==> src/rtl/fkg_pkg.sv <==
package fkg_pkg;

   localparam int ACC_W = 4;

   typedef struct packed {
      logic [ACC_W-1:0] acc;
      logic             fguard;
   } frame_key_t;

   typedef enum logic {
      KIND_FETCH = 1'b0,
      KIND_STORE = 1'b1
   } access_kind_t;

   localparam frame_key_t KEY_RESET = '{acc: '0, fguard: 1'b0};

endpackage

==> src/rtl/fkg_key_array.sv <==
module fkg_key_array
   import fkg_pkg::*;
#(
   parameter int NUM_FRAMES = 64,
   localparam int FRAME_W   = $clog2(NUM_FRAMES)
) (
   input  logic               clk,
   input  logic               rst_n,
   input  logic               wr_en,
   input  logic [FRAME_W-1:0] wr_frame,
   input  frame_key_t         wr_key,
   input  logic [FRAME_W-1:0] rd_a_frame,
   output frame_key_t         rd_a_key,
   input  logic [FRAME_W-1:0] rd_b_frame,
   output frame_key_t         rd_b_key
);

   frame_key_t entry_q [NUM_FRAMES];

   for (genvar f = 0; f < NUM_FRAMES; f++) begin : g_entry
      logic hit;
      assign hit = wr_en && (wr_frame == FRAME_W'(f));
      always_ff @(posedge clk or negedge rst_n) begin
         if (!rst_n)   entry_q[f] <= KEY_RESET;
         else if (hit) entry_q[f] <= wr_key;
      end
   end

   assign rd_a_key = entry_q[rd_a_frame];
   assign rd_b_key = entry_q[rd_b_frame];

   // a write is visible in the addressed entry one cycle later
   a_r2_write_lands: assert property (@(posedge clk) disable iff (!rst_n)
      wr_en |=> entry_q[$past(wr_frame)] == $past(wr_key));

endmodule

==> src/rtl/fkg_access_judge.sv <==
module fkg_access_judge
   import fkg_pkg::*;
#(
   parameter bit MASTER_KEY_EN = 1'b1
) (
   input  logic [ACC_W-1:0] req_key,
   input  access_kind_t     kind,
   input  frame_key_t       fkey,
   output logic             grant
);

   logic key_match;
   logic fetch_ok;
   logic store_ok;
   logic master;

   assign key_match = (req_key == fkey.acc);

   if (MASTER_KEY_EN) begin : g_master
      assign master = (req_key == '0);
   end else begin : g_no_master
      assign master = 1'b0;
   end

   always_comb begin
      fetch_ok = key_match || !fkey.fguard;
      store_ok = key_match;
      unique case (kind)
         KIND_STORE: grant = master || store_ok;
         default:    grant = master || fetch_ok;
      endcase
   end

endmodule

==> src/rtl/fkg_resp_stage.sv <==
module fkg_resp_stage (
   input  logic clk,
   input  logic rst_n,
   input  logic in_valid,
   input  logic in_grant,
   output logic out_valid,
   output logic out_grant,
   output logic out_violation
);

   always_ff @(posedge clk or negedge rst_n) begin
      if (!rst_n) begin
         out_valid     <= 1'b0;
         out_grant     <= 1'b0;
         out_violation <= 1'b0;
      end else begin
         out_valid     <= in_valid;
         out_grant     <= in_valid && in_grant;
         out_violation <= in_valid && !in_grant;
      end
   end

   // every request yields a verdict in the next cycle
   a_r4_latency: assert property (@(posedge clk) disable iff (!rst_n)
      in_valid |=> out_valid);

   // a verdict is either a grant or a violation, never both
   a_r8_one_verdict: assert property (@(posedge clk) disable iff (!rst_n)
      out_valid |-> $countones({out_grant, out_violation}) == 1);

   // no request means quiet outputs next cycle
   a_r10_idle_quiet: assert property (@(posedge clk) disable iff (!rst_n)
      !in_valid |=> !out_valid && !out_grant && !out_violation);

endmodule

==> src/rtl/frame_key_guard.sv <==
module frame_key_guard
   import fkg_pkg::*;
#(
   parameter int NUM_FRAMES    = 64,
   parameter int SW_W          = 64,
   parameter int KEY_POS       = 8,
   parameter bit MASTER_KEY_EN = 1'b1
) (
   input  logic                          clk,
   input  logic                          rst_n,
   input  logic                          set_en,
   input  logic [$clog2(NUM_FRAMES)-1:0] set_frame,
   input  logic [3:0]                    set_acc,
   input  logic                          set_fguard,
   input  logic [$clog2(NUM_FRAMES)-1:0] ins_frame,
   output logic [3:0]                    ins_acc,
   output logic                          ins_fguard,
   input  logic                          req_valid,
   input  logic [$clog2(NUM_FRAMES)-1:0] req_frame,
   input  logic                          req_store,
   input  logic [SW_W-1:0]               req_status,
   output logic                          rsp_valid,
   output logic                          rsp_grant,
   output logic                          pgm_int_req
);

   localparam int FRAME_W = $clog2(NUM_FRAMES);
   localparam int KEY_HI  = SW_W - 1 - KEY_POS;

   if (NUM_FRAMES < 2 || (1 << FRAME_W) != NUM_FRAMES) begin : g_bad_frames
      $error("NUM_FRAMES must be a power of two of at least 2");
   end
   if (KEY_POS < 0 || KEY_POS + ACC_W > SW_W) begin : g_bad_keypos
      $error("key field must lie inside the status word");
   end

   frame_key_t         wr_key;
   frame_key_t         req_fkey;
   frame_key_t         ins_fkey;
   logic [ACC_W-1:0]   req_key;
   access_kind_t       kind;
   logic               grant_now;

   assign wr_key  = '{acc: set_acc, fguard: set_fguard};
   assign req_key = req_status[KEY_HI -: ACC_W];
   assign kind    = req_store ? KIND_STORE : KIND_FETCH;

   fkg_key_array #(.NUM_FRAMES(NUM_FRAMES)) u_keys (
      .clk        (clk),
      .rst_n      (rst_n),
      .wr_en      (set_en),
      .wr_frame   (set_frame),
      .wr_key     (wr_key),
      .rd_a_frame (req_frame),
      .rd_a_key   (req_fkey),
      .rd_b_frame (ins_frame),
      .rd_b_key   (ins_fkey)
   );

   fkg_access_judge #(.MASTER_KEY_EN(MASTER_KEY_EN)) u_judge (
      .req_key (req_key),
      .kind    (kind),
      .fkey    (req_fkey),
      .grant   (grant_now)
   );

   fkg_resp_stage u_resp (
      .clk           (clk),
      .rst_n         (rst_n),
      .in_valid      (req_valid),
      .in_grant      (grant_now),
      .out_valid     (rsp_valid),
      .out_grant     (rsp_grant),
      .out_violation (pgm_int_req)
   );

   assign ins_acc    = ins_fkey.acc;
   assign ins_fguard = ins_fkey.fguard;

   // key zero is always granted
   a_r5_master_grant: assert property (@(posedge clk) disable iff (!rst_n)
      (MASTER_KEY_EN && req_valid && req_key == '0) |=> rsp_grant);

   // mismatched nonzero store is refused
   a_r6_store_refused: assert property (@(posedge clk) disable iff (!rst_n)
      (req_valid && req_store && req_key != '0 && req_key != req_fkey.acc)
      |=> pgm_int_req);

   // fetch from an unguarded frame is granted
   a_r7_open_fetch: assert property (@(posedge clk) disable iff (!rst_n)
      (req_valid && !req_store && !req_fkey.fguard) |=> rsp_grant);

endmodule

==> config.mk <==
export PLATFORM = sky130hd
export DESIGN_NAME = frame_key_guard
export DESIGN_NICKNAME = d
export VERILOG_FILES = /design/src/rtl/fkg_pkg.sv /design/src/rtl/fkg_key_array.sv /design/src/rtl/fkg_access_judge.sv /design/src/rtl/fkg_resp_stage.sv /design/src/rtl/frame_key_guard.sv
export SDC_FILE = /design/constraint.sdc
export NUM_CORES = 1
export LEC_CHECK = 0
export ABC_CLOCK_PERIOD_IN_PS = 3200
export BUFFER_PORTS_ARGS = -buffer_cell sky130_fd_sc_hd__buf_4
export CORE_ASPECT_RATIO = 1.25
export CORE_MARGIN = 8
export CORE_UTILIZATION = 40
export CTS_CLUSTER_DIAMETER = 200
export CTS_CLUSTER_SIZE = 20
export DETAILED_ROUTE_END_ITERATION = 6
export PLACE_DENSITY_LB_ADDON = 0.25
export SYNTH_ARGS = -nofsm -noshare
export SYNTH_HDL_FRONTEND = slang
export SYNTH_HIERARCHICAL = 1
export SYNTH_SLANG_ARGS = --single-unit
==> constraint.sdc <==
create_clock -name clk -period 3.2 [get_ports clk]
set_input_delay 0.16 -clock clk [delete_from_list [all_inputs] [get_ports clk]]
set_output_delay 0.16 -clock clk [all_outputs]
set_load 0.02 [all_outputs]
* Word-level counts from Yosys, hierarchy flattened
Cells that the tools add are included.
** Word-level totals
- Bits in registers :: 323
- Input bits :: 92
- Output and inout port bits :: 8
- Logic and storage cells :: 280
** Operators by class
- Magnitude comparators :: 2
- Equality and inequality tests :: 64
- Multiplexer cells :: 8
- Bitwise gates (word level) :: 2
- Reduce and logical (&&, ||, !) cells :: 73
** Operators by type and width (count)
- 6-bit equality test, second input constant :: 32
- 6-bit by 5-bit equality test with 1-bit output, second input constant :: 16
- 1-bit logical AND :: 66
- 5-bit binary-select mux with 6-bit select :: 2
- 6-bit by 4-bit equality test with 1-bit output, second input constant :: 8
- 6-bit by 3-bit equality test with 1-bit output, second input constant :: 4
- 5-bit 2-to-1 mux :: 4
- 7-bit >= comparator, second input constant :: 2
- 6-bit NOT with 7-bit output :: 2
- 6-bit by 2-bit equality test with 1-bit output, second input constant :: 2
- 6-bit by 1-bit equality test with 1-bit output, second input constant :: 1
- 6-bit logical NOT :: 1
- 4-bit equality test :: 1
- 4-bit logical NOT :: 1
- 1-bit logical OR :: 3
- 1-bit logical NOT :: 2
- 1-bit 2-to-1 mux :: 2

* Longest topological paths before layout
Gate-level depths: netlist of the first run.
- Word-level depth :: 10
- Gate-level depth with buffers :: 13
- Depth with buffers taken out :: 10

* Modules after synthesis
The synthesis of the first run kept the hierarchy.
** Modules (own cells, without submodules)
- fkg_key_array :: times used 1, cells each 1169, area each 17470.5 sq um, sequential area each 8007.7 sq um
- fkg_resp_stage :: times used 1, cells each 5, area each 91.3 sq um, sequential area each 75.1 sq um
- fkg_access_judge :: times used 1, cells each 7, area each 61.3 sq um, sequential area each 0.0 sq um

* Worst setup path after synthesis of the first run
Ideal clock, no wire load.
- Path kind :: input -> register
- Start point :: input req_frame[0]
- End point :: register u_resp.out_violation
- Setup time :: 0.120 ns
- Arrival time :: 2.149 ns
- Data required time :: 3.080 ns
- Slack :: 0.931 ns
- Stages :: 10
- Path buffers :: 2
- Cells stage by stage :: buf_6 > buf_2 > mux4_2 > o221ai_1 > o21ai_0 > a22o_1 > xnor2_1 > nand4_1 > o211ai_2 > and2b_2
** RTL lines
- from (decl) :: line frame_key_guard.sv:19 : input logic [$clog2(NUM_FRAMES)-1:0] req_frame,
- to (signal assigned) :: line fkg_resp_stage.sv:19 : out_violation <= in_valid && !in_grant;
- to (decl) :: line fkg_resp_stage.sv:8 : output logic out_violation

* Worst setup path in the final report of the first run
- Start point :: register u_keys/entry_q[2] (netlist name)
- End point :: output ins_acc[1]
** Between the ends
- Cells in the longest elaborated chain, start to end :: 3
** Ends and longest elaborated chain
- from (decl) :: line fkg_key_array.sv:18 : frame_key_t entry_q [NUM_FRAMES];
- from (signal, indexed assignment) :: line fkg_key_array.sv:25 : else if (hit) entry_q[f] <= wr_key;
- 5-bit binary-select mux with 6-bit select :: line fkg_key_array.sv:30 : assign rd_b_key = entry_q[rd_b_frame];
- 5-bit 2-to-1 mux (not written as such) (2 in a row) :: line fkg_key_array.sv:30
- to (decl) :: line frame_key_guard.sv:16 : output logic [3:0] ins_acc,
Every way passes these cells. The select of a mux whose other input is x is not followed.

==> results of run 1 <==
==> placed cells by master (no fill, tap or decap), types with 7 or more instances in the layout <==
cell type,instances
sky130_fd_sc_hd__dfrtp_1,323
sky130_fd_sc_hd__mux2_2,322
sky130_fd_sc_hd__mux4_2,134
sky130_fd_sc_hd__buf_4,65
sky130_fd_sc_hd__nand2_1,59
sky130_fd_sc_hd__nor2_1,25
sky130_fd_sc_hd__mux2i_1,24
sky130_fd_sc_hd__o22ai_1,22
sky130_fd_sc_hd__mux4_1,22
sky130_fd_sc_hd__clkbuf_16,21
sky130_fd_sc_hd__o221ai_1,16
sky130_fd_sc_hd__nand3_1,14
sky130_fd_sc_hd__nor2b_1,13
sky130_fd_sc_hd__buf_12,12
sky130_fd_sc_hd__or2_2,11
sky130_fd_sc_hd__nor3_1,10
sky130_fd_sc_hd__a21oi_1,10
sky130_fd_sc_hd__nand2b_1,9
sky130_fd_sc_hd__o21ai_0,8
sky130_fd_sc_hd__a22oi_1,7
sky130_fd_sc_hd__a31oi_1,7
==> routing by layer <==
metal,vias to the layer above,wire length (um),part of all wire
li1,4605,-,-
met1,5798,20100,0.41
met2,332,24000,0.49
met3,84,2580,0.053
met4,0,1800,0.037
met5,-,0,0
==> power groups by stage <==
stage | Clock, mW | Combinational, mW | Sequential (mW)
after floorplan | 0 | 1.41 | 4.94
after global placement | 0 | 1.91 | 5.03
after detailed placement | 0 | 1.95 | 5.07
after CTS | 2.67 | 1.95 | 4.99
after global routing | 2.79 | 2.06 | 5.08
final | 2.57 | 1.94 | 5.00
==> layout make-up <==
class                      instances  area, um^2
clock buffer                      21         526
timing repair buffer              81         774
multi-input combinational        763        9000
antenna                            1        2.50
clock inverter                     1        20.0
fill                            3894       24700
sequential                       323        8080
tap                              572         716
==> worst register-to-register path, cell delays in order, from the launching register on <==
cell	delay, ps
sky130_fd_sc_hd__dfrtp_1	400
sky130_fd_sc_hd__mux4_4	620
sky130_fd_sc_hd__mux2_2	280
sky130_fd_sc_hd__o22ai_1	420
sky130_fd_sc_hd__o41ai_1	180
sky130_fd_sc_hd__xnor2_1	170
sky130_fd_sc_hd__nand4_1	130
sky130_fd_sc_hd__o211ai_2	130
sky130_fd_sc_hd__and2b_2	250
==> worst max-delay path by stage <==
stage	startpoint	to	slack (ps)	cells after the start
5_1_grt	u_keys/entry_q[22]	ins_acc[1]	310	6
4_1_cts	u_keys/entry_q[78]	ins_acc[2]	390	6
6_report	u_keys/entry_q[2]	ins_acc[1]	350	6
3_5_place_dp	req_frame[0]	u_resp/out_violation	350	10
3_3_place_gp	req_frame[0]	u_resp/out_violation	330	11
2_1_floorplan	req_frame[0]	u_resp/out_violation	930	10
==> flip-flops by register name, indices dropped and copies added (netlist names) <==
name	cells
u_keys/entry_q	320
u_resp/out_grant	1
u_resp/out_valid	1
u_resp/out_violation	1
==> cells by family after synthesis <==
| logic type | count (synthesis) |
|---|---|
| compound gates | 95 |
| xor+xnor | 4 |
| buf+inv | 95 |
| flops | 323 |
| mux | 504 |
| simple gates | 160 |
==> per-stage QoR <==
step           instances  hold slack (ps)  utilization  setup WS (ps)
3_3_place_gp        1737              251        0.424            330
5_1_grt             1761              114        0.437            315
4_1_cts             1761              101        0.437            393
3_5_place_dp        1737              261        0.424            349
2_1_floorplan       1181             -136            -            931
6_report            1762              102        0.437            349
==> impl_summary.log, run 1 <==
[metrics] standby leakage power: around 8.4 nW
[metrics] mapped cell area: 17,600 um^2
[metrics] primary flip-flop cell chosen by synthesis mapping: sky130_fd_sc_hd__dfrtp_1
[metrics] # H-tree levels: 1
[metrics] Non-Filler Cell Area, Final: roughly 19,000 um^2
[metrics] setup repair after global routing missed its margin: false
[metrics] Max Cap Viol: 0
[metrics] library cell with the highest instance count after synthesis: sky130_fd_sc_hd__dfrtp_1
[metrics] TritonCTS clock tree: built
[metrics] Setup crit end kind: output port
[metrics] detailed-routing iteration count for the pre-antenna-repair pass: 5
[metrics] Worst R2R End: u_resp/out_violation
[metrics] setup slack on the worst flop-to-flop path: about 500 ps
[metrics] power consumption: around 9.5 mW
[metrics] GR Util All Layers: 0.191
[metrics] final setup fails: 0
[metrics] GR Layer Usage met3: 0.0318
[metrics] number of buffers created by CTS: 20
[metrics] area of the core: ~44,000 um^2
[metrics] area fraction in compound gates after synthesis: 0.0382
[metrics] Final Hold Viols: 0
[metrics] number of top-level pins: 100
[metrics] area share of the largest cell type after synthesis: 0.459
[metrics] Clock Sinks: between 300 and 400
[metrics] switching power: approximately 2.6 mW
[metrics] post-synthesis register bit count: approximately 320
[metrics] post-synthesis cell count: around 1,200
[metrics] Setup crit start kind: flop
[metrics] Final ANT Viol Nets: 0
[metrics] Avg Synthesized Cell Area: 14.9 um^2
[metrics] number of rows in the core area: 86
[metrics] endpoint arrival time on the critical path: roughly 2700 ps
[metrics] area growth from synthesis to layout: 8.49%
[metrics] most used routing layer: met2
[metrics] DP HPWL: approximately 34 mm
[metrics] total overflow reported by the global router: 0
[metrics] class of the tightest hold or removal check: in -> reg
[metrics] Worst Hold Endpoint: u_resp/out_grant
[metrics] number of remaining DRC errors: 0
[metrics] Seq/Total Area, Yosys: 0.459
[metrics] average wire length per cell after detail routing: roughly 28 um
[metrics] dominant combinational cell family by area after synthesis: multiplexers
[metrics] clock slew at reported path FFs: roughly 80 ps
[metrics] internal power summed over all cells: 6.90 mW
[metrics] Switching Fraction: 0.275
[metrics] RR Startpoint: u_keys/entry_q[236]
[metrics] critical path cell sequence: mux4_2 > mux2i_1 > o22ai_1 > o21ai_1 > o41ai_1 > buf_4
[metrics] post-synthesis xor/xnor area fraction: 0.00199
[metrics] count of input and output buffers: 39
[metrics] library cell with the largest summed area after synthesis: sky130_fd_sc_hd__dfrtp_1
[metrics] number of nets in the synthesized netlist: roughly 1,300
[metrics] Synth top cells by count: sky130_fd_sc_hd__dfrtp_1, sky130_fd_sc_hd__mux2_2, sky130_fd_sc_hd__mux4_2
[metrics] highest net fanout along the worst path: 3
[metrics] synthesis warning total: 6
[metrics] Worst path slowest cell: sky130_fd_sc_hd__mux4_2
[metrics] Hold Startpoint: req_store
[metrics] hold bufs inserted after CTS: 2
[metrics] global placer's final weighted congestion: around 0.91
[metrics] simple logic cell fraction of the synthesized area: 0.0438
[metrics] Clk Tree Root Cell: sky130_fd_sc_hd__clkbuf_16
[metrics] number of DRC markers after the initial detailed-route iteration: 730
[metrics] final-layout setup total negative slack: 0 ps
[metrics] run status: finished clean
[metrics] share of final-layout standard cells stronger than drive strength 1: 0.488
[metrics] achievable clock frequency: approximately 350 MHz
[metrics] vias: ~11,000
[metrics] floorplan die area: approximately 51,000 um^2
[metrics] global-route track usage on met1: 0.249
[metrics] number of antenna violations at the first check in global routing: 1
[metrics] clock insertion delay at the later pin of the skew report: ~520 ps
[metrics] post-layout net count: around 1,300
[metrics] maximum number of pins on one net before global-route repair: between 90 and 100
[metrics] arithmetic-cell share of the synthesized area counting full adders, half adders and majority gates: 0
[metrics] number of cell instances on the worst register-to-register path: 8
[metrics] critical path type: reg -> out
[metrics] post-detailed-routing wire length: ~48 mm
[metrics] Initial Util: 0.402
[metrics] mux cell area share after synthesis: 0.426
[metrics] number of buffers and inverters on the critical path: 1
[metrics] delay-heaviest family, CP: multiplexers
[metrics] Worst Hold Depth: 3
[metrics] Clock Tree Buf Depth: 3
[metrics] wire length of the first global-routing pass: 74.5 mm
[metrics] die width: slightly above 200 um
[metrics] Setup Buffers After CTS: 0
[metrics] normalized max-slew margin: 0.386
[metrics] count of pins over their slew limit: 0
[metrics] top area cells in the synthesized netlist: sky130_fd_sc_hd__dfrtp_1, sky130_fd_sc_hd__mux2_2, sky130_fd_sc_hd__mux4_2
[metrics] Logic pwr share: 0.204
[metrics] Worst Skew: 15.1 ps
[metrics] die height: roughly 250 um
[metrics] Worst Max-Slew Pin Slew: between 900 and 1000 ps
[metrics] clock power share: 0.270
[metrics] period utilisation layout: 0.891
[metrics] via count of the first global-routing pass: 11,300
[metrics] sequential share of power: 0.526
[metrics] post-CTS sizing: 0
[metrics] power density of the placed cells: between 400 and 500 nW/um^2
[metrics] via/cell ratio: 6.14
[metrics] ys async rst share: 1.00
[metrics] post-layout minimum cycle time: 2850 ps
[metrics] EDFF count, synth: 0
[metrics] number of different library cells in the post-synthesis netlist: 50
[metrics] placed inst area: roughly 19,000 um^2
[metrics] Slowest Stage Delay on Critical Path: between 400 and 500 ps
[metrics] met2 capacity usage during global routing: 0.316
[metrics] required time worst endpoint: just over 3000 ps
[metrics] worst vdd ir: 0.340 mV
Power figures use the tool's default switching activity.
==> run 2, diff against run 1 <==
--- a/config.mk
+++ b/config.mk
@@ -14,6 +14,7 @@
 export CTS_CLUSTER_SIZE = 20
 export DETAILED_ROUTE_END_ITERATION = 6
 export PLACE_DENSITY_LB_ADDON = 0.25
+export RECOVER_POWER = 25
 export SYNTH_ARGS = -nofsm -noshare
 export SYNTH_HDL_FRONTEND = slang
 export SYNTH_HIERARCHICAL = 1
==> run 2 against run 1 <==
Compared with the run above:
- the run now ends with capacitance limit, slew limit left
- sequential share of layout area rose by 0.058 points
- sequential power barely moved
- die area did not move
- register-to-register slack barely moved
- global-route usage did not move
- utilization fell by 0.060 points
- cell area fell by 0.14%
- via count fell by 0.22%
- hold slack got worse by 2.0 ps
- cell count did not move
- clock skew rose by 0.62 ps
- non-clock buffer count did not move
- critical endpoint unchanged
==> impl_summary.log, run 2 (synthesis results as in run 1) <==
[metrics] die height: about 250 um
[metrics] setup slack on the worst flop-to-flop path: 500 ps
[metrics] met2 capacity usage during global routing: 0.316
[metrics] total overflow reported by the global router: 0
[metrics] post-detailed-routing wire length: between 40 and 50 mm
[metrics] post-layout net count: 1,281
[metrics] GR Util All Layers: 0.191
[metrics] critical path cell sequence: mux4_2 > mux2i_1 > o22ai_1 > o21ai_1 > o41ai_1 > buf_4
[metrics] power density of the placed cells: approximately 500 nW/um^2
[metrics] number of inserted filler cells in the final layout: approximately 3,900
[metrics] detailed-routing iteration count for the pre-antenna-repair pass: 5
[metrics] # H-tree levels: 1
[metrics] Final ANT Viol Nets: 0
[metrics] number of DRC markers after the initial detailed-route iteration: roughly 760
[metrics] number of buffers created by CTS: 20
[metrics] maximum number of pins on one net before global-route repair: 93
[metrics] endpoint arrival time on the critical path: ~2700 ps
[metrics] Worst Max-Slew Pin Slew: around 2600 ps
[metrics] post-layout minimum cycle time: 2850 ps
[metrics] run status: complete, but fails checks
[metrics] register ranked first by flip-flop count: u_keys/entry_q
[metrics] violations in the final reports: capacitance limit, slew limit
[metrics] minimum hold slack: between 100 and 150 ps
[metrics] setup repair after global routing missed its margin: false
[metrics] floorplan die area: around 51,000 um^2
[metrics] most frequent standard cell in the layout excluding fill and tap cells: sky130_fd_sc_hd__dfrtp_1
[metrics] final-layout setup total negative slack: 0 ps
[metrics] power consumption: around 9.5 mW
[metrics] Clock Tree Buf Depth: 3
[metrics] Clk Tree Root Cell: sky130_fd_sc_hd__clkbuf_16
[metrics] standby leakage power: approximately 8.4 nW
[metrics] global placer's final weighted congestion: between 0.9 and 1
[metrics] count of input and output buffers: 39
[metrics] critical path type: reg -> out
[metrics] Worst path slowest cell: sky130_fd_sc_hd__mux4_2
[metrics] global-route track usage on met1: 0.249
[metrics] number of rows in the core area: 86
[metrics] Max Cap Viol: 1
[metrics] wire length of the first global-routing pass: about 75 mm
[metrics] Setup crit start kind: flop
[metrics] Worst Skew: between 15 and 20 ps
[metrics] final setup fails: 0
[metrics] number of antenna violations at the first check in global routing: 1
[metrics] vias: around 11,000
[metrics] clock slew at reported path FFs: roughly 80 ps
[metrics] most used routing layer: met2
[metrics] via/cell ratio: about 6
[metrics] area of the core: about 44,000 um^2
[metrics] normalized max-slew margin: -0.722
[metrics] clock insertion delay at the later pin of the skew report: about 530 ps
[metrics] Slowest Stage Delay on Critical Path: ~460 ps
[metrics] required time worst endpoint: just over 3000 ps
[metrics] die width: 204 um
[metrics] DP HPWL: approximately 34 mm
[metrics] flip-flop count of the largest register after layout: 320
[metrics] number of top-level pins: 100
[metrics] Final Hold Viols: 0
[metrics] average wire length per cell after detail routing: roughly 27 um
[metrics] GR Layer Usage met3: 0.0318
[metrics] Clock Sinks: ~320
[metrics] class of the tightest hold or removal check: in -> reg
[metrics] period utilisation layout: 0.890
[metrics] number of remaining DRC errors: 0
[metrics] commonest non-fill, non-tap cells in the layout: sky130_fd_sc_hd__dfrtp_1, sky130_fd_sc_hd__mux2_2, sky130_fd_sc_hd__mux4_2
[metrics] worst vdd ir: about 0.34 mV
[metrics] FF+latch area: 8080 um^2
[metrics] post-CTS sizing: 0
[metrics] Setup crit end kind: output port
[metrics] TritonCTS clock tree: built
[metrics] Initial Util: 0.402
[metrics] hold bufs inserted after CTS: 2
[metrics] Setup Buffers After CTS: 0
[metrics] highest net fanout along the worst path: 3
[metrics] via count of the first global-routing pass: about 11,000
[metrics] count of pins over their slew limit: 90
[metrics] multi-input logic area: between 8000 and 9000 um^2
[metrics] area growth from synthesis to layout: 8.34%
[metrics] share of final-layout standard cells stronger than drive strength 1: 0.484
[metrics] achievable clock frequency: 351 MHz
==> run 2: area by class of cell <==
| cell class | count | share of cell area |
|---|---|---|
| Antenna cell | 1 | 0.000131 |
| Multi-Input combinational cell | 763 | 0.471 |
| Tap cell | 572 | 0.0375 |
| Timing Repair Buffer | 81 | 0.0393 |
| Sequential cell | 323 | 0.423 |
| Clock inverter | 1 | 0.00105 |
| Clock buffer | 21 | 0.0275 |
==> run 2: path summary, 6_finish.rpt <==
kind,end,startpoint,cells past startpoint
worst max-delay path,ins_acc[1],u_keys/entry_q[2],6
worst min-delay path,u_resp/out_grant,req_store,3
worst max register to register,u_resp/out_violation,u_keys/entry_q[236],8
worst min register to register,u_keys/entry_q[70],u_keys/entry_q[70],1
max in group asynchronous,u_keys/entry_q[140],rst_n,2
min in group asynchronous,u_keys/entry_q[245],rst_n,2
==> run 2: worst max-delay path, delay by kind of cell, from the launching register on <==
kind	cells	cell delay, ps
buffers and inverters	1	210
flip-flops	1	400
AO/OA/AOI/OAI	3	700
multiplexers	2	860
==> run 2: routing by layer <==
layer / part of all wire / wire length, um
met1: 0.41 / 20000
met4: 0.038 / 1840
met5: 0 / 0
met3: 0.053 / 2580
met2: 0.49 / 24000
==> run 2: where the power goes <==
part | switching, mW | total (mW) | internal [mW]
clock | 1.39 | 2.57 | 1.19
sequential | 0.379 | 5.00 | 4.62
combinational | 0.846 | 1.93 | 1.09
==> run 2: through the flow <==
stage	instances	utilization	instance area [um^2]	worst slack (ps)
finish	1762	0.436	19100	351
global route	1761	0.436	19100	281
CTS	1761	0.437	19100	393
detailed placement	1737	0.424	18600	349
global placement	1737	0.424	18600	330
floorplan	1181	-	17600	931
==> run 3, diff against run 2 <==
--- a/config.mk
+++ b/config.mk
@@ -13,8 +13,10 @@
 export CTS_CLUSTER_DIAMETER = 200
 export CTS_CLUSTER_SIZE = 20
 export DETAILED_ROUTE_END_ITERATION = 6
+export MAX_ROUTING_LAYER = met4
 export PLACE_DENSITY_LB_ADDON = 0.25
 export RECOVER_POWER = 25
+export REMOVE_ABC_BUFFERS = 1
 export SYNTH_ARGS = -nofsm -noshare
 export SYNTH_HDL_FRONTEND = slang
 export SYNTH_HIERARCHICAL = 1
==> run 3 against run 2 <==
Compared with the run above:
- the flow still finishes with violations (capacitance limit, slew limit)
- sequential share of layout area is 0.086 points higher
- critical endpoint unchanged
- largest power group unchanged
- first-iteration DRC count is 10% higher
- largest cell class unchanged
- cell area is 0.20% lower
==> impl_summary.log, run 3 (synthesis results as in run 1) <==
[metrics] Final WS setup: between 400 and 500 ps
[metrics] wire length of the first global-routing pass: between 70 and 80 mm
[metrics] # H-tree levels: 1
[metrics] met1 layer wirelength in the final routing: roughly 21 mm
[metrics] post-detailed-routing wire length: 50.0 mm
[metrics] run status: complete, but fails checks
[metrics] Final ANT Viol Nets: 0
[metrics] worst vdd ir: ~0.33 mV
[metrics] endpoint arrival time on the critical path: 2620 ps
[metrics] Initial Util: 0.402
[metrics] clock insertion delay at the later pin of the skew report: approximately 540 ps
[metrics] count of pins over their slew limit: 97
[metrics] Setup crit end kind: output port
[metrics] most frequent standard cell in the layout excluding fill and tap cells: sky130_fd_sc_hd__dfrtp_1
[metrics] Setup crit start kind: flop
[metrics] Detail Route met3 WL: 2.56 mm
[metrics] register ranked first by flip-flop count: u_keys/entry_q
[metrics] final setup fails: 0
[metrics] Final Hold Viols: 0
[metrics] number of DRC markers after the initial detailed-route iteration: ~830
[metrics] clock slew at reported path FFs: 90 ps
[metrics] Max Cap Viol: 1
[metrics] final core utilization: 0.435
[metrics] via count of the first global-routing pass: about 12,000
[metrics] Setup Buffers After CTS: 0
[metrics] period utilisation layout: 0.870
[metrics] Clock Tree Buf Depth: 3
[metrics] global placer's final weighted congestion: approximately 0.9
[metrics] total overflow reported by the global router: 0
[metrics] power consumption: around 9.5 mW
[metrics] achievable clock frequency: between 300 and 400 MHz
[metrics] pre-CTS setup slack: about 380 ps
[metrics] die width: 204 um
[metrics] commonest non-fill, non-tap cells in the layout: sky130_fd_sc_hd__dfrtp_1, sky130_fd_sc_hd__mux2_2, sky130_fd_sc_hd__mux4_2
[metrics] average wire length per cell after detail routing: 28.3 um
[metrics] final-layout setup total negative slack: 0 ps
[metrics] number of buffers created by CTS: 20
[metrics] area growth from synthesis to layout: 8.12%
[metrics] standby leakage power: between 8 and 9 nW
[metrics] number of antenna violations at the first check in global routing: 0
[metrics] number of antenna cells inserted: 0
[metrics] normalized max-slew margin: -0.716
[metrics] GR Util All Layers: 0.201
[metrics] Worst Max-Slew Pin Slew: ~2600 ps
[metrics] Clock Sinks: about 320
[metrics] DP HPWL: 34.3 mm
[metrics] post-CTS sizing: 0
[metrics] post-layout minimum cycle time: around 2800 ps
[metrics] TritonCTS clock tree: built
[metrics] metal2 WL: ~25 mm
[metrics] power density of the placed cells: 500 nW/um^2
[metrics] violations in the final reports: capacitance limit, slew limit
[metrics] critical path cell sequence: mux4_1 > nor2b_1 > a211o_1 > o221ai_1 > o41ai_1 > buf_4
[metrics] Max Used Layer: met4
[metrics] vias: 11,000
[metrics] Worst path slowest cell: sky130_fd_sc_hd__o41ai_1
[metrics] Clk Tree Root Cell: sky130_fd_sc_hd__clkbuf_16
[metrics] die height: ~250 um
[metrics] Slowest Stage Delay on Critical Path: slightly above 700 ps
[metrics] Non-Filler Cell Area, Final: roughly 19,000 um^2
[metrics] number of top-level pins: 100
[metrics] count of input and output buffers: 39
[metrics] required time worst endpoint: slightly above 3000 ps
[metrics] highest net fanout along the worst path: 3
[metrics] critical path type: reg -> out
[metrics] setup repair after global routing missed its margin: false
[metrics] delay-heaviest family, CP: compound AO/OA/AOI/OAI gates
[metrics] number of remaining DRC errors: 0
[metrics] maximum number of pins on one net before global-route repair: a little under 100
[metrics] number of rows in the core area: between 80 and 90
[metrics] flip-flop count of the largest register after layout: 320
[metrics] Worst Skew: roughly 21 ps
[metrics] via/cell ratio: roughly 6.2
[metrics] detailed-routing iteration count for the pre-antenna-repair pass: 5
[metrics] floorplan die area: 51,100 um^2
[metrics] post-layout net count: ~1,300
[metrics] number of buffers and inverters on the critical path: 1
[metrics] class of the tightest hold or removal check: in -> reg
[metrics] share of final-layout standard cells stronger than drive strength 1: 0.487
[metrics] area of the core: 43,800 um^2
[metrics] hold bufs inserted after CTS: 2
[metrics] placed inst area: 18,500 um^2
## run 3: cell type report
type                            count  area [um^2]
Clock inverter                      1         20.0
Tap cell                          572          716
Timing Repair Buffer               87          718
Sequential cell                   323         8080
Fill cell                        3929        24700
Clock buffer                       21          526
Multi-Input combinational cell    763         8990
## run 3: worst paths after layout
path	slack [ps]	to	cells after the start	startpoint
worst max-delay path	420	ins_acc[1]	6	u_keys/entry_q[227]
worst min-delay path	90	u_resp/out_grant	3	req_store
worst max register to register	580	u_resp/out_violation	9	u_keys/entry_q[303]
worst min register to register	530	u_keys/entry_q[70]	1	u_keys/entry_q[70]
max in group asynchronous	700	u_keys/entry_q[115]	3	rst_n
min in group asynchronous	950	u_keys/entry_q[301]	2	rst_n
## run 3: power by group
group / switching [mW] / internal [mW] / total [mW]
Clock: 1.42 / 1.19 / 2.60
Combinational: 0.843 / 1.09 / 1.93
Sequential: 0.372 / 4.62 / 4.99
Total: 2.63 / 6.89 / 9.52
## run 3: worst register-to-register path: stages (launching register included)
cell	delay, ps
sky130_fd_sc_hd__dfrtp_1	390
sky130_fd_sc_hd__mux4_2	450
sky130_fd_sc_hd__nor2b_1	160
sky130_fd_sc_hd__a211oi_1	500
sky130_fd_sc_hd__nor3_1	110
sky130_fd_sc_hd__a22o_1	240
sky130_fd_sc_hd__xnor2_1	160
sky130_fd_sc_hd__nand4_1	120
sky130_fd_sc_hd__o211ai_2	130
sky130_fd_sc_hd__and2b_2	250
## run 3: metal layers
metal,vias up,track usage
met5,-,-
met4,0,0.0664
met3,77,0.0244
met2,325,0.333
met1,5988,0.254
li1,4617,-
## run 3: metrics by stage
step	cells	hold WS (ps)
after floorplan	1086	-136
after global routing	1767	72.4
final	1767	87.4
after global placement	1743	248
after CTS	1767	46.4
after detailed placement	1743	251
